**src/rtl/intc_pkg.sv**
```systemverilog
package intc_pkg;

   localparam int BANK_W      = 32;
   localparam int ACT_FIELD_W = 7;

   localparam int OFS_REV     = 'h000;
   localparam int OFS_CFG     = 'h010;
   localparam int OFS_STAT    = 'h014;
   localparam int OFS_ACT     = 'h040;
   localparam int OFS_CTRL    = 'h048;
   localparam int OFS_THR     = 'h068;
   localparam int OFS_BANK    = 'h080;
   localparam int BANK_STRIDE = 'h020;
   localparam int SUB_MASK    = 'h04;
   localparam int SUB_CLR     = 'h08;
   localparam int SUB_SET     = 'h0C;
   localparam int SUB_PEND    = 'h18;
   localparam int OFS_PRIO    = 'h100;

   // captured source: valid flag plus number field
   typedef struct packed {
      logic                   valid;
      logic [ACT_FIELD_W-1:0] num;
   } act_latch_t;

   function automatic int bank_reg(input int bank, input int sub);
      return OFS_BANK + BANK_STRIDE * bank + sub;
   endfunction

endpackage

```
**src/rtl/intc_mask_bank.sv**
```systemverilog
module intc_mask_bank #(
   parameter int W = 32
) (
   input  logic         clk,
   input  logic         rst_n,
   input  logic         soft_clr,
   input  logic         wr_direct,
   input  logic         wr_clr,
   input  logic         wr_set,
   input  logic [W-1:0] wdata,
   input  logic [W-1:0] irq_raw,
   output logic [W-1:0] mask_q,
   output logic [W-1:0] pending
);

   always_ff @(posedge clk or negedge rst_n) begin
      if (!rst_n)          mask_q <= '1;
      else if (soft_clr)   mask_q <= '1;
      else if (wr_direct)  mask_q <= wdata;
      else if (wr_clr)     mask_q <= mask_q & ~wdata;
      else if (wr_set)     mask_q <= mask_q | wdata;
   end

   assign pending = irq_raw & ~mask_q;

endmodule

```
**src/rtl/intc_prio_file.sv**
```systemverilog
module intc_prio_file #(
   parameter int N  = 96,
   parameter int PW = 6
) (
   input  logic          clk,
   input  logic          rst_n,
   input  logic          soft_clr,
   input  logic [N-1:0]  wr_en,
   input  logic [PW-1:0] wdata,
   output logic [PW-1:0] prio_q [N]
);

   for (genvar g = 0; g < N; g++) begin : g_prio
      always_ff @(posedge clk or negedge rst_n) begin
         if (!rst_n)         prio_q[g] <= '0;
         else if (soft_clr)  prio_q[g] <= '0;
         else if (wr_en[g])  prio_q[g] <= wdata;
      end
   end

endmodule

```
**src/rtl/intc_prio_select.sv**
```systemverilog
module intc_prio_select #(
   parameter int N  = 96,
   parameter int PW = 6,
   parameter int IW = 7
) (
   input  logic [N-1:0]  cand,
   input  logic [PW-1:0] prio_q [N],
   input  logic [PW-1:0] thresh,
   output logic          found,
   output logic [IW-1:0] win_idx
);

   logic [PW-1:0] best;

   // strict less-than keeps the lowest index on equal priority
   always_comb begin
      found   = 1'b0;
      best    = '1;
      win_idx = '0;
      for (int i = 0; i < N; i++) begin
         if (cand[i] && (prio_q[i] < thresh) && (!found || (prio_q[i] < best))) begin
            found   = 1'b1;
            best    = prio_q[i];
            win_idx = IW'(i);
         end
      end
   end

endmodule

```
**src/rtl/intc_banked.sv**
```systemverilog
module intc_banked
   import intc_pkg::*;
#(
   parameter int NUM_BANKS = 3,
   parameter int PRIO_W    = 6,
   parameter int ADDR_W    = 10,
   parameter int RESET_LAT = 2,
   parameter int REV_MAJOR = 5,
   parameter int REV_MINOR = 1
) (
   input  logic                        clk,
   input  logic                        rst_n,
   input  logic [NUM_BANKS*32-1:0]     irq_in,
   input  logic                        bus_wr,
   input  logic [ADDR_W-1:0]           bus_addr,
   input  logic [31:0]                 bus_wdata,
   output logic [31:0]                 bus_rdata,
   output logic                        irq_o
);

   localparam int NUM_SRC = NUM_BANKS * BANK_W;
   localparam int IDX_W   = $clog2(NUM_SRC);
   localparam int CNT_W   = $clog2(RESET_LAT + 1);
   localparam int TOP_A   = OFS_PRIO + 4 * NUM_SRC;

   if (NUM_BANKS < 1 || NUM_BANKS > 4) begin : g_bad_banks
      $error("NUM_BANKS must lie in 1..4");
   end
   if (PRIO_W < 2 || PRIO_W > 8) begin : g_bad_prio
      $error("PRIO_W must lie in 2..8");
   end
   if (RESET_LAT < 1) begin : g_bad_lat
      $error("RESET_LAT must be at least 1");
   end
   if ((1 << ADDR_W) < TOP_A) begin : g_bad_addr
      $error("ADDR_W too narrow for the priority window");
   end
   if (IDX_W > ACT_FIELD_W) begin : g_bad_idx
      $error("source number exceeds the active field");
   end

   // ---------------- decode ----------------
   logic cfg_wr, soft_go, agree, thr_wr;
   assign cfg_wr  = bus_wr && (bus_addr == ADDR_W'(OFS_CFG));
   assign soft_go = cfg_wr && bus_wdata[1];
   assign agree   = bus_wr && (bus_addr == ADDR_W'(OFS_CTRL)) && bus_wdata[0];
   assign thr_wr  = bus_wr && (bus_addr == ADDR_W'(OFS_THR));

   // ---------------- configuration and soft reset ----------------
   logic              autoidle_q, done_q, busy_q;
   logic [CNT_W-1:0]  cnt_q;
   logic [PRIO_W-1:0] thresh_q;

   always_ff @(posedge clk or negedge rst_n) begin
      if (!rst_n) begin
         autoidle_q <= 1'b1;
         done_q     <= 1'b1;
         busy_q     <= 1'b0;
         cnt_q      <= '0;
         thresh_q   <= '1;
      end else begin
         if (cfg_wr) autoidle_q <= bus_wdata[0];
         if (thr_wr) thresh_q <= bus_wdata[PRIO_W-1:0];
         if (soft_go) begin
            done_q   <= 1'b0;
            busy_q   <= 1'b1;
            cnt_q    <= CNT_W'(RESET_LAT - 1);
            thresh_q <= '1;
         end else if (busy_q) begin
            if (cnt_q == '0) begin
               busy_q     <= 1'b0;
               done_q     <= 1'b1;
               autoidle_q <= 1'b1;
            end else begin
               cnt_q <= cnt_q - 1'b1;
            end
         end
      end
   end

   // ---------------- mask groups ----------------
   logic [BANK_W-1:0]  bank_mask [NUM_BANKS];
   logic [BANK_W-1:0]  bank_pend [NUM_BANKS];
   logic [NUM_SRC-1:0] pend_all;

   for (genvar g = 0; g < NUM_BANKS; g++) begin : g_bank
      logic wr_direct, wr_clr, wr_set;
      assign wr_direct = bus_wr && (bus_addr == ADDR_W'(bank_reg(g, SUB_MASK)));
      assign wr_clr    = bus_wr && (bus_addr == ADDR_W'(bank_reg(g, SUB_CLR)));
      assign wr_set    = bus_wr && (bus_addr == ADDR_W'(bank_reg(g, SUB_SET)));

      intc_mask_bank #(.W(BANK_W)) u_bank (
         .clk       (clk),
         .rst_n     (rst_n),
         .soft_clr  (soft_go),
         .wr_direct (wr_direct),
         .wr_clr    (wr_clr),
         .wr_set    (wr_set),
         .wdata     (bus_wdata),
         .irq_raw   (irq_in[g*BANK_W +: BANK_W]),
         .mask_q    (bank_mask[g]),
         .pending   (bank_pend[g])
      );
      assign pend_all[g*BANK_W +: BANK_W] = bank_pend[g];
   end

   // ---------------- priorities ----------------
   logic [NUM_SRC-1:0] prio_we;
   logic [PRIO_W-1:0]  prio_q [NUM_SRC];

   for (genvar s = 0; s < NUM_SRC; s++) begin : g_pwe
      assign prio_we[s] = bus_wr && (bus_addr == ADDR_W'(OFS_PRIO + 4 * s));
   end

   intc_prio_file #(.N(NUM_SRC), .PW(PRIO_W)) u_prio (
      .clk      (clk),
      .rst_n    (rst_n),
      .soft_clr (soft_go),
      .wr_en    (prio_we),
      .wdata    (bus_wdata[PRIO_W-1:0]),
      .prio_q   (prio_q)
   );

   // ---------------- selection and capture ----------------
   logic             found;
   logic [IDX_W-1:0] win_idx;

   intc_prio_select #(.N(NUM_SRC), .PW(PRIO_W), .IW(IDX_W)) u_sel (
      .cand    (pend_all),
      .prio_q  (prio_q),
      .thresh  (thresh_q),
      .found   (found),
      .win_idx (win_idx)
   );

   act_latch_t act_q;

   always_ff @(posedge clk or negedge rst_n) begin
      if (!rst_n) begin
         act_q <= '0;
      end else if (soft_go || agree) begin
         act_q <= '0;
      end else if (!act_q.valid && found) begin
         act_q.valid <= 1'b1;
         act_q.num   <= ACT_FIELD_W'(win_idx);
      end
   end

   assign irq_o = act_q.valid;

   // ---------------- read mux ----------------
   always_comb begin
      bus_rdata = '0;
      if (bus_addr == ADDR_W'(OFS_REV))  bus_rdata[7:0] = {4'(REV_MAJOR), 4'(REV_MINOR)};
      if (bus_addr == ADDR_W'(OFS_CFG))  bus_rdata[0] = autoidle_q;
      if (bus_addr == ADDR_W'(OFS_STAT)) bus_rdata[0] = done_q;
      if (bus_addr == ADDR_W'(OFS_ACT))  bus_rdata[ACT_FIELD_W-1:0] = act_q.num;
      if (bus_addr == ADDR_W'(OFS_THR))  bus_rdata[PRIO_W-1:0] = thresh_q;
      for (int b = 0; b < NUM_BANKS; b++) begin
         if (bus_addr == ADDR_W'(bank_reg(b, SUB_MASK))) bus_rdata = bank_mask[b];
         if (bus_addr == ADDR_W'(bank_reg(b, SUB_PEND))) bus_rdata = bank_pend[b];
      end
      for (int s = 0; s < NUM_SRC; s++) begin
         if (bus_addr == ADDR_W'(OFS_PRIO + 4 * s)) bus_rdata[PRIO_W-1:0] = prio_q[s];
      end
   end

endmodule

```
**config.mk**
```make
export PLATFORM = sky130hd
export DESIGN_NAME = intc_banked
export DESIGN_NICKNAME = d
export VERILOG_FILES = /design/src/rtl/intc_pkg.sv /design/src/rtl/intc_mask_bank.sv /design/src/rtl/intc_prio_file.sv /design/src/rtl/intc_prio_select.sv /design/src/rtl/intc_banked.sv
export SDC_FILE = /design/constraint.sdc
export NUM_CORES = 2
export LEC_CHECK = 0
export BUFFER_PORTS_ARGS = -buffer_cell sky130_fd_sc_hd__buf_2
export CAP_MARGIN = 5
export CORE_MARGIN = 5
export CORE_UTILIZATION = 30
export CTS_CLUSTER_SIZE = 20
export DETAILED_ROUTE_END_ITERATION = 12
export SYNTH_ARGS = -nofsm -noshare
export SYNTH_HDL_FRONTEND = slang
export SYNTH_SLANG_ARGS = --single-unit
export TNS_END_PERCENT = 5
```
**constraint.sdc**
```tcl
create_clock -name clk -period 380.2 [get_ports clk]
set_input_delay 76.04 -clock clk [delete_from_list [all_inputs] [get_ports clk]]
set_output_delay 76.04 -clock clk [all_outputs]
set_load 0.005 [all_outputs]
```
==> parameters.txt <==
Parameter                              Value

Run status
  Result of the run    finished clean

Detailed routing
  Average detailed-routed wire length per instance    28.8 um
  Remaining design rule violation count    0
  Count of vias placed by the detailed router    80800
  First-pass iteration count of the detailed router    9
  Final routed wirelength across all metal layers    376000 um
  Detail-routed via count per cell    6.19
  First DRT Iteration DRCs    8897
  Count of nets left with antenna violations after detail routing    0

Setup path
  Most frequent cell on the critical path    sky130_fd_sc_hd__ha_1
  Arrival time worst endpoint    246.27 ns
  Data required time at the worst endpoint    380.86 ns
  FF-to-FF path depth    747
  Startpoint type of the worst setup path    input port
  Kind of critical path    in2reg
  Minimum setup slack among reg-to-reg paths    208.79 ns
  Launching point of the worst reg2reg path    thresh_q[1]
  Crit Reg-Reg Endpoint    act_q[5]
  CP max stage cell    sky130_fd_sc_hd__o31ai_2
  Critical Path Max Stage Delay    0.91 ns
  Crit path launch    irq_in[0]
  Crit. End Element    register
  Max Fanout on Critical Path    16

Finish
  Fraction of final layout cells with drive strength greater than 1    14.5%
  Fin area    83100 um2
  Synth-to-layout area growth    9.06%
  Number of nets at the end of the flow    10500
  Final standard cell count with taps included and fillers excluded    13100

Timing
  Tightest slew margin relative to the limit    14.4%
  Maximum achievable frequency    0.00407 GHz
  Worst clock skew on the final layout    0.0796 ns
  Worst-Margin Slew    1.28 ns
  Unrepaired setup endpoints after global routing    false
  Clock period minus final worst setup slack    245.61 ns
  Final worst path period share    64.6%
  Setup_tns    0 ns
  Final setup violation count    0
  Max-slew violations    0
  Final Hold Violating Endpoints    0

Clocking
  CTS tree    yes
  Number of post-CTS setup repair buffers    0
  Cell at the root of the clock tree    sky130_fd_sc_hd__clkbuf_16
  Inserted Clock Buffers    88
  Clock slew at the register clock pins of the worst setup and hold paths    0.06 ns
  Clk sinks    691
  Clock insertion delay at the later pin of the skew report    0.76 ns
  Buffer depth of the longest clock path    3
  Resized Gates After CTS    0
  CTS Hold Buffers Added    0
  CTS H-tree depth    3

Global route
  Via count of the first global-routing pass    74500
  Total global routing track utilization    27.1%
  Maximum number of pins on one net before global-route repair    163
  Global-route wire length before repair    536000 um
  Number of antenna violations at the first check in global routing    46
  GRT Residual Overflow    0

Die
  Initial cell density of the core    30.1%
  Core area    253000 um2
  Die span in x    514 um
  Number of cell rows    185
  Vert. Die Dim    514 um
  Area enclosed by the die boundary    264000 um2
  Number of top-level design ports    174

Placement
  Dpl cell area    79900 um2
  HPWL Detailed    284000 um
  GP Congestion    1.03
  IO Port Bufs    173
  Count of placed standard cells including taps    12900

Logic synthesis
  Synthesized instance count    9648
  Syn. warnings    0
  Average cell area after synthesis    7.90 um2
  List of most frequent post-synthesis cells    sky130_fd_sc_hd__nand2_1 (1238), sky130_fd_sc_hd__a21oi_1 (953), sky130_fd_sc_hd__ha_1 (770), sky130_fd_sc_hd__nand3_1 (739), sky130_fd_sc_hd__nor2_1 (692)
  Fraction of synthesis flops using an asynchronous set or reset pin    100%
  Sequential share of the synthesized area    22.9%
  Cell types occupying the most area after synthesis    sky130_fd_sc_hd__dfrtp_1 (19%), sky130_fd_sc_hd__ha_1 (13%), sky130_fd_sc_hd__a21oi_1 (6.3%)
  EDFF count, synth    0
  Netlist Area Pre-Place    76200 um2
  Prevailing post-synth register cell    sky130_fd_sc_hd__dfrtp_1
  Post-Syn Nets    10600
  Register bit total from synthesis    691
  Number of distinct library cell variants in the gate-level netlist after synthesis    213
  Post-synth top area share    19.3%
  Most common cell in the netlist    sky130_fd_sc_hd__nand2_1
  Library cell occupying the most area in the post-synthesis netlist    sky130_fd_sc_hd__dfrtp_1

Job
  Max-cap violations    0

Min path
  Hold Crit Start    g_bank[2].u_bank.mask_q[15]
  Cell depth of the worst hold path    2
  Worst min-delay path endpoint    g_bank[2].u_bank.mask_q[15]
  Worst hold-check path type    reg2reg
## routing by layer
layer	GRT usage, %	wire [um]	vias up
met1	33.5	147000	39100
met4	20.4	33400	18
met5	0	130	-
met2	41.6	162000	4437
met3	5.41	33400	1131
li1	-	-	36000
## flip-flops by register name, summed over array words and instances (netlist names)
| register | flops |
|---|---|
| act_q | 7 |
| autoidle_q | 1 |
| busy_q | 1 |
| cnt_q | 2 |
| done_q | 1 |
| g_bank.u_bank.mask_q | 96 |
| irq_o | 1 |
| thresh_q | 6 |
| u_prio.prio_q | 576 |
## cell families after synthesis
logic type                 share of synthesized area (%)
xor gates and xnor gates                           0.764
muxes                                               3.24
buffers and inverters                               5.47
AOI/OAI and AO/OA                                   30.5
adders and majority gates                           12.7
and+or+nand+nor                                     24.5
DFF                                                 22.9
## critical path: cells and delay by family
family / cells / cell delay, ns
AOI/OAI and AO/OA: 453 / 107.29
and+or+nand+nor: 273 / 50.80
adders and majority gates: 121 / 34.87
muxes: 50 / 13.75
buffers and inverters: 18 / 1.44
## how the worst max path moves through the flow
stage	end	slack [ns]	cells past startpoint
2_1_floorplan	act_q[5]	157.22	1174
3_3_place_gp	act_q[5]	137.81	1167
3_5_place_dp	act_q[5]	136.50	940
4_1_cts	act_q[5]	137.01	915
5_1_grt	act_q[5]	121.36	911
6_report	act_q[5]	134.59	915
## metrics by stage
stage,hold slack (ns),setup WS (ns),utilization [%]
2_1_floorplan,0.480,157.22,-
3_3_place_gp,0.505,137.81,31.5
3_5_place_dp,0.509,136.50,31.5
4_1_cts,0.517,137.01,32.7
5_1_grt,0.532,121.36,32.8
6_report,0.516,134.59,32.8
## cell type report
| class | instances | area (um2) |
|---|---|---|
| multi-input cells | 8127 | 54700 |
| clock buffers | 125 | 2530 |
| repair buffers | 364 | 2380 |
| diodes | 25 | 62.6 |
| fillers | 26900 | 170000 |
| well taps | 3366 | 4210 |
| flip-flops and latches | 691 | 17400 |
| inverters | 319 | 1220 |
| clock inverters | 38 | 536 |
## placed cells by master (no fill, tap or decap), types with 35 or more instances in the layout
master and n:
sky130_fd_sc_hd__mux2i_1 127, sky130_fd_sc_hd__o21a_1 52, sky130_fd_sc_hd__nor2b_1 114, sky130_fd_sc_hd__a21o_1 58, sky130_fd_sc_hd__o211ai_1 136, sky130_fd_sc_hd__mux2_2 35
sky130_fd_sc_hd__a221oi_1 95, sky130_fd_sc_hd__a22oi_1 117, sky130_fd_sc_hd__buf_2 166, sky130_fd_sc_hd__ha_1 770, sky130_fd_sc_hd__or2b_2 55, sky130_fd_sc_hd__a22o_1 60
sky130_fd_sc_hd__nand3_1 738, sky130_fd_sc_hd__and2_2 39, sky130_fd_sc_hd__inv_1 312, sky130_fd_sc_hd__o21ai_1 50, sky130_fd_sc_hd__a211oi_1 117, sky130_fd_sc_hd__a21oi_1 953
sky130_fd_sc_hd__dfstp_2 104, sky130_fd_sc_hd__nor3_1 146, sky130_fd_sc_hd__a31oi_1 61, sky130_fd_sc_hd__or2_2 63, sky130_fd_sc_hd__xnor2_1 38, sky130_fd_sc_hd__nand2b_1 208
sky130_fd_sc_hd__dfrtp_1 587, sky130_fd_sc_hd__clkbuf_16 90, sky130_fd_sc_hd__a211o_1 40, sky130_fd_sc_hd__a211o_2 37, sky130_fd_sc_hd__nand2_1 1237, sky130_fd_sc_hd__o221ai_1 36
sky130_fd_sc_hd__o21ai_0 674, sky130_fd_sc_hd__nand4_1 82, sky130_fd_sc_hd__and2_1 38, sky130_fd_sc_hd__buf_4 189, sky130_fd_sc_hd__nor2_1 681, sky130_fd_sc_hd__a221o_1 59
Power is not shown: default switching activity piles up to over one toggle a cycle in this logic, so the estimate is an artifact.
